$ cat config.mk
export PLATFORM = sky130hd
export DESIGN_NAME = mc_datapath
export DESIGN_NICKNAME = d
export VERILOG_FILES = /design/src/rtl/mc_datapath.sv
export SDC_FILE = /design/constraint.sdc
export NUM_CORES = 2
export LEC_CHECK = 0
export ABC_AREA = 0
export BUFFER_PORTS_ARGS = -buffer_cell sky130_fd_sc_hd__buf_2
export CORE_MARGIN = 2
export CORE_UTILIZATION = 30
export DETAILED_ROUTE_END_ITERATION = 8
export GPL_TIMING_DRIVEN = 0
export REMOVE_ABC_BUFFERS = 1
export SETUP_SLACK_MARGIN = 0.3
export SLEW_MARGIN = 20
export SYNTH_ARGS = -nofsm -noshare
export SYNTH_HDL_FRONTEND = slang
export SYNTH_SLANG_ARGS = --single-unit
$ cat constraint.sdc
create_clock -name clk -period 15.2 [get_ports clk]
set_input_delay 3.04 -clock clk [delete_from_list [all_inputs] [get_ports clk]]
set_output_delay 3.04 -clock clk [all_outputs]
set_load 0.02 [all_outputs]
$ cat src/rtl/mc_datapath.sv
module mc_datapath #(
  parameter logic [31:0] PC_RESET = 32'h0000_0000
) (
  input  logic        clk,
  input  logic        rst,
  input  logic        ctl_pc_we,
  input  logic        ctl_pc_we_cond,
  input  logic        ctl_addr_sel,
  input  logic        ctl_mem_re,
  input  logic        ctl_mem_we,
  input  logic        ctl_ir_we,
  input  logic        ctl_wb_sel,
  input  logic        ctl_dst_sel,
  input  logic        ctl_reg_we,
  input  logic        ctl_srca_sel,
  input  logic [1:0]  ctl_srcb_sel,
  input  logic [1:0]  ctl_alu_mode,
  input  logic [1:0]  ctl_pc_src,
  input  logic [31:0] mem_rdata,
  output logic [31:0] mem_addr,
  output logic [31:0] mem_wdata,
  output logic        mem_re,
  output logic        mem_we,
  output logic [31:0] pc,
  output logic [5:0]  opcode,
  output logic        alu_zero
);

  localparam logic [5:0] FN_ADD = 6'h20;
  localparam logic [5:0] FN_SUB = 6'h22;
  localparam logic [5:0] FN_AND = 6'h24;
  localparam logic [5:0] FN_OR  = 6'h25;
  localparam logic [5:0] FN_SLT = 6'h2A;

  logic [31:0] pc_q, ir_q, mdr_q, a_q, b_q, alu_q;
  logic [31:0] rf [0:31];
  logic [31:0] op_a, op_b, alu_res, pc_next, imm_sx, wr_data;
  logic [4:0]  rs, rt, wr_addr;
  logic        pc_load;

  assign rs      = ir_q[25:21];
  assign rt      = ir_q[20:16];
  assign imm_sx  = {{16{ir_q[15]}}, ir_q[15:0]};
  assign wr_addr = ctl_dst_sel ? ir_q[15:11] : rt;
  assign wr_data = ctl_wb_sel ? mdr_q : alu_q;

  assign mem_addr  = ctl_addr_sel ? alu_q : pc_q;
  assign mem_wdata = b_q;
  assign mem_re    = ctl_mem_re;
  assign mem_we    = ctl_mem_we;
  assign pc        = pc_q;
  assign opcode    = ir_q[31:26];

  assign op_a = ctl_srca_sel ? a_q : pc_q;

  always_comb begin
    case (ctl_srcb_sel)
      2'b00:   op_b = b_q;
      2'b01:   op_b = 32'd4;
      2'b10:   op_b = imm_sx;
      default: op_b = {imm_sx[29:0], 2'b00};
    endcase
  end

  always_comb begin
    case (ctl_alu_mode)
      2'b01: alu_res = op_a - op_b;
      2'b10: begin
        case (ir_q[5:0])
          FN_ADD:  alu_res = op_a + op_b;
          FN_SUB:  alu_res = op_a - op_b;
          FN_AND:  alu_res = op_a & op_b;
          FN_OR:   alu_res = op_a | op_b;
          FN_SLT:  alu_res = {31'd0, $signed(op_a) < $signed(op_b)};
          default: alu_res = 32'd0;
        endcase
      end
      default: alu_res = op_a + op_b;
    endcase
  end

  assign alu_zero = (alu_res == 32'd0);

  always_comb begin
    case (ctl_pc_src)
      2'b00:   pc_next = alu_res;
      2'b01:   pc_next = alu_q;
      2'b10:   pc_next = {pc_q[31:28], ir_q[25:0], 2'b00};
      default: pc_next = pc_q;
    endcase
  end

  assign pc_load = ctl_pc_we | (ctl_pc_we_cond & alu_zero);

  always_ff @(posedge clk) begin
    if (rst) begin
      pc_q <= PC_RESET;
      ir_q <= 32'd0;
    end else begin
      if (pc_load)   pc_q <= pc_next;
      if (ctl_ir_we) ir_q <= mem_rdata;
    end
  end

  always_ff @(posedge clk) begin
    mdr_q <= mem_rdata;
    alu_q <= alu_res;
    a_q   <= (rs == 5'd0) ? 32'd0 : rf[rs];
    b_q   <= (rt == 5'd0) ? 32'd0 : rf[rt];
  end

  always_ff @(posedge clk) begin
    if (ctl_reg_we) rf[wr_addr] <= wr_data;
  end

  p_reset_state_r1: assert property (@(posedge clk)
    rst |=> (pc_q == PC_RESET && ir_q == 32'd0));

  p_fetch_step_r4: assert property (@(posedge clk) disable iff (rst)
    (ctl_pc_we && ctl_pc_src == 2'b00 && !ctl_srca_sel &&
     ctl_srcb_sel == 2'b01 && ctl_alu_mode == 2'b00)
    |=> pc_q == $past(pc_q) + 32'd4);

  p_pc_hold_r6: assert property (@(posedge clk) disable iff (rst)
    (!ctl_pc_we && !ctl_pc_we_cond) |=> $stable(pc_q));

  p_pc_cond_skip_r6: assert property (@(posedge clk) disable iff (rst)
    (!ctl_pc_we && ctl_pc_we_cond && !alu_zero) |=> $stable(pc_q));

  p_branch_taken_r7: assert property (@(posedge clk) disable iff (rst)
    (ctl_pc_we_cond && alu_zero && ctl_pc_src == 2'b01)
    |=> pc_q == $past(alu_q));

  p_ir_hold_r8: assert property (@(posedge clk) disable iff (rst)
    !ctl_ir_we |=> $stable(ir_q));

  p_zero_reg_r9: assert property (@(posedge clk) disable iff (rst)
    (ir_q[25:21] == 5'd0) |=> a_q == 32'd0);

endmodule

======== Word level (Yosys, flattened, before mapping) ========
Memories as Yosys holds them, arrays and structs flattened. A register that Yosys moved wholly into a read port is not among the register bits.
Index checks and enable logic that the tools add are counted.
storage, ports and cells
  output and inout port bits .............. 105
  register bits ........................... 128
  bits in writable memories ............... 1024
  memories kept ........................... 1
memories
  memory  words  bits a word  rd ports  clocked after Yosys merged registers in  write ports  RTL line  source
  rf      32     32           2         2                                        1            36        logic [31:0] rf [0:31];
cells by class
  add/sub/neg operators ................... 2
  bitwise logic cells ..................... 5
  reduce and logical (&&, ||, !) cells .... 9
  order comparisons ....................... 1
  equality and inequality tests ........... 11
  multiplexer cells ....................... 10
operators with widths
  operator              number
  $pmux W32 S3          2
  $pmux W32 S5          1
  $mux W32              3
  $pmux W32 S2          1
  $add A32 B32 Y32      1
  $and A32 B32 Y32      1
  $logic_not A32 Y1     1
  $lt A32 B32 Y1        1
  $or A32 B32 Y32       1
  $sub A32 B32 Y32      1
  $eq A6 B6 Y1 const B  5
  $logic_not A5 Y1      2
  $eq A2 B1 Y1 const B  3
  $eq A2 B2 Y1 const B  3
  $mux W5               1
  $logic_not A2 Y1      2
  $reduce_and A3 Y1     1
  $reduce_bool A3 Y1    1
  $mux W1               2
  $reduce_and A2 Y1     1
  $reduce_bool A2 Y1    1
  $and A1 B1 Y1         1
  $not A1 Y1            1
  $or A1 B1 Y1          1

======== Logic depth before layout (Yosys ltp) ========
  word-level depth ........................ 9
  depth in mapped cells ................... 23

======== Worst setup path before layout ========
Ideal clock, no wire load.
  path kind ............................... in2out
  start ................................... in ctl_srca_sel
  end ..................................... out alu_zero
  path slack .............................. 4511 ps
  path buffers ............................ 3
  data arrival time ....................... 7649 ps
  stages on the path ...................... 14
  cell sequence ........................... clkbuf_1 buf_1 mux2_2 ha_1 clkbuf_1 or2_2 a2111oi_0 nor4_2 o21bai_2 mux2i_1 or4b_4 or4_4 nor4_4 and3_1
on the way
  longest elaborated chain between the ends .. 5
  elaborated cells on any way between the ends .. 9
RTL lines
  what                                            RTL line  source
  from (decl)                                     15        input logic ctl_srca_sel,
  $mux W32 (*)                                    54        assign op_a = ctl_srca_sel ? a_q : pc_q;
  $sub A32 B32 Y32, or another cell as far along  67, 71
  $pmux W32 S5                                    69        case (ir_q[5:0])
  $pmux W32 S2 (*)                                66        case (ctl_alu_mode)
  net alu_res[26]                                 37        logic [31:0] op_a, op_b, alu_res, pc_next, imm_sx, wr_data;
  $logic_not A32 Y1 (*)                           82        assign alu_zero = (alu_res == 32'd0);
  to (decl)                                       26        output logic alu_zero
Mark *: on every way through the listed nets, which the timed path passes. The rest lies on a longest branch.

======== Worst setup path after layout ========
  start ................................... in ctl_srca_sel
  end ..................................... out alu_zero
on the way
  longest elaborated chain between the ends .. 5
  elaborated cells on any way between the ends .. 9
RTL lines
  what                                            RTL line
  $mux W32 (*)                                    54
  $sub A32 B32 Y32, or another cell as far along  67, 71
  $pmux W32 S5                                    69
  $pmux W32 S2 (*)                                66
  $logic_not A32 Y1 (*)                           82
Every way passes the cells marked *; elsewhere a longest branch is shown, timed or not.

==> results.md <==
- Layout cells sized above 1: 30.1%
- Number of remaining DRC errors: 0
- Drt via density: 5.83
- Number of synthesized flops with an enable pin: 1024
- Status: finished, final reports clean
- Worst r2r src: ir_q[0]$_SDFFE_PP0P_
- Largest net degree at the start of global routing: 55
- Crit. Startpoint: ctl_srca_sel
- Placer Congestion: 0.945
- Worst reg-to-reg path cell count: 19
- Ys async rst share: 0%
- Critical Path Sink Type: primary output
- First-pass GRT wire length: 301000 um
- TNS Setup: 0 ps
- Critical path data arrival time: 9410 ps
- Final worst setup slack: 2750 ps
- All-Layer GR Usage: 20.7%
- Die W: 452 um
- Seq/Total Area, Yosys: 57.5%
- Total CTS buffers: 133
- Initial antenna violation count: 17
- Setup slack on the worst flop-to-flop path: 8710 ps
- #FFs+latches synth: 1216
- Dominant cells by area after synthesis: edfxtp_1 51%, mux4_2 16%, dfxtp_1 6.4%
- Post-synth top area share: 51.1%
- Post-CTS setup buffer count: 0
- Crit path kind: input pin to primary output
- CP required: 12160 ps
- Final Hold Vio Count: 0
- Post-cts repair resize count: 0
- Layout Nets: 4163
- Layout Skew: 48.1 ps
- CTS tree: done
- Starting Density: 30.1%
- H-tree depth: 4
- WL per Instance: 31.9 um
- Drt first pass iters: 7
- Mapped Avg Cell Area: 15.5 um2
- DIE AREA: 204000 um2
- Total leakage power: 23.2 nW
- PortBufs: 150
- Row Count: 164
- PD cells: 123 nW/um2
- DP HPWL: 151000 um
- Yosys top cell by area: edfxtp_1
- HP Class: flop to flop
- Die height: 452 um
- Max_cap viols: 0
- Vias in the first global route: 38900
- Measured slew at the worst slew-check pin: 1150 ps
- Setup crit start kind: input pin
- Hold path endpoint: ir_q[29]$_SDFFE_PP0P_
- Yosys Warn Count: 0
- Final wirelength: 217000 um
- Hold_ws: 484 ps
- Worst-path fanout max: 32
- Clk sinks: 1216
- Vias: 39600
- Overall power: 8.83 mW
- Setup violators final: 0
- Ports: 155
- Maximum vdd drop: 123 uV
- RSZ-0062 raised after global routing: false
- Post-place setup slack: 2970 ps
- Clk slew on worst S/H paths: 60 ps
- DRT iter0 DRCs: 4830
- Reg-to-reg endpoint: pc[13]$_SDFFE_PP0P_
- Slew Limit Headroom: 23.6%
- Final worst path period need: 12450 ps
- Area Overhead vs Synth: 18.8%
- Yosys cell types: 85
- Worst Hold Launch: ir_q[29]$_SDFFE_PP0P_
- Clock buffer depth: 3
- Cell count after synthesis: 3882
- Maximum clock frequency: 0.0803 GHz
- Total core area: 200000 um2
- Antenna viol nets, final: 0
- Syn Std Cell Area: 60200 um2
- Ys flop type: edfxtp_1
- Total grt overflow: 0
- Fin crit share: 81.9%
- Hold Buf Count CTS: 0
- WHS Path Cells: 2
- Max-slew violations: 0
- Clock latency on the worst-skew pair: 820 ps
- Root buffer cell: clkbuf_16
## how the worst max path moves through the flow
stage                                          to  slack, ps
after detailed placement                 alu_zero       2970
after global routing                     alu_zero       2770
final                                    alu_zero       2750
after global placement    mem_wdata[5]$_SDFF_PN0_     -37050
after floorplan                 a_q[2]$_SDFF_PN0_      -2190
after CTS                                alu_zero       2960
## cell usage in the layout, fill, tap and decap left out, types with 24 or more instances in the layout
cell,n
mux2i_1,283
o21ai_0,61
clkbuf_16,136
o22ai_1,68
a221oi_1,60
a211oi_1,29
mux2_2,205
clkbuf_1,39
buf_2,146
a211o_1,35
a21oi_1,115
a221o_1,27
o211ai_1,49
buf_16,89
buf_12,53
edfxtp_1,1024
nand2_1,121
inv_1,100
nor2_1,138
nand3_1,25
ha_1,99
mux4_2,436
a21o_1,24
dfxtp_1,181
o221ai_1,64
a22o_1,26
nor3_1,57
nor2_4,33
## metal layers
metal	track usage, %	up-vias	wire length [um]	share of wire [%]
li1	-	16200	-	-
met1	26.1	20700	82800	38
met2	34.5	2180	106000	49
met3	3.43	461	17200	8.0
met4	10.2	6	10900	5.0
met5	0	-	30	0.014
## critical path: stages
cell	delay [ps]
buf_2	820
mux2_2	460
ha_1	480
or2_2	440
a2111oi_1	910
nor4_2	150
o21bai_2	290
a311oi_1	950
o2111ai_1	570
nor4_4	610
and3_1	430
buf_2	230
## cells in the mapped netlist, types with 12 or more instances
master,number
mux2i_1,283
nand4_1,15
a21o_1,25
nand2b_1,20
ha_1,102
o211ai_1,49
nor3_1,60
edfxtp_1,1024
o221ai_1,64
nand3_1,25
a211o_1,35
mux4_2,436
clkbuf_1,213
a221o_1,27
a31oi_1,12
o22ai_1,68
o31ai_1,15
nor4_1,17
inv_1,101
a221oi_1,60
a22o_1,26
o21ai_0,61
nor2b_1,15
a21oi_1,116
xnor2_1,16
nor2_1,171
or3_1,12
buf_1,82
mux2_2,205
a211oi_1,30
nand2_1,123
dfxtp_1,192
## flip-flops by register name, summed over array words and instances, names as in the netlist
register   cells
alu_q         32
ir_q          32
mdr_q         32
pc            32
a_q           32
mem_wdata     32
rf          1024
## where the power goes
part	leakage (nW)	internal, mW	switching (mW)
Clock	2.16	1.90	1.40
Sequential	10.9	3.85	0.167
Combinational	10.1	0.549	0.966
## through the flow
| step | cells | util [%] | instance area, um2 |
|---|---|---|---|
| 6_report | 6785 | 35.8 | 71500 |
| 5_1_grt | 6781 | 35.8 | 71500 |
| 4_1_cts | 6776 | 35.8 | 71500 |
| 3_5_place_dp | 6530 | 33.6 | 67100 |
| 3_3_place_gp | 6372 | 31.6 | 63000 |
| 2_1_floorplan | 3566 | - | 58900 |
## area by class of cell
class,count,area (um2)
Clock inverter,55,657
Tap cell,2656,3320
Antenna cell,9,22.5
Timing Repair Buffer,308,4410
Sequential cell,1216,34600
Inverter,105,394
Fill cell,18500,128000
Clock buffer,191,3770
Multi-Input combinational cell,2245,24300
## kinds of logic (layout without fill, tap and decap cells)
logic type / count (synthesis) / in the layout / synth area share [%]
xor+xnor: 20 / 20 / 0.291
mux: 924 / 924 / 24.9
flops: 1216 / 1216 / 57.5
compound gates: 691 / 691 / 8.45
buf+inv: 421 / 659 / 2.74
other cells: 0 / 9 / 0
simple gates: 506 / 506 / 4.00
fa+ha+maj: 104 / 104 / 2.19
Note: power is estimated with default switching activity, not from simulation.
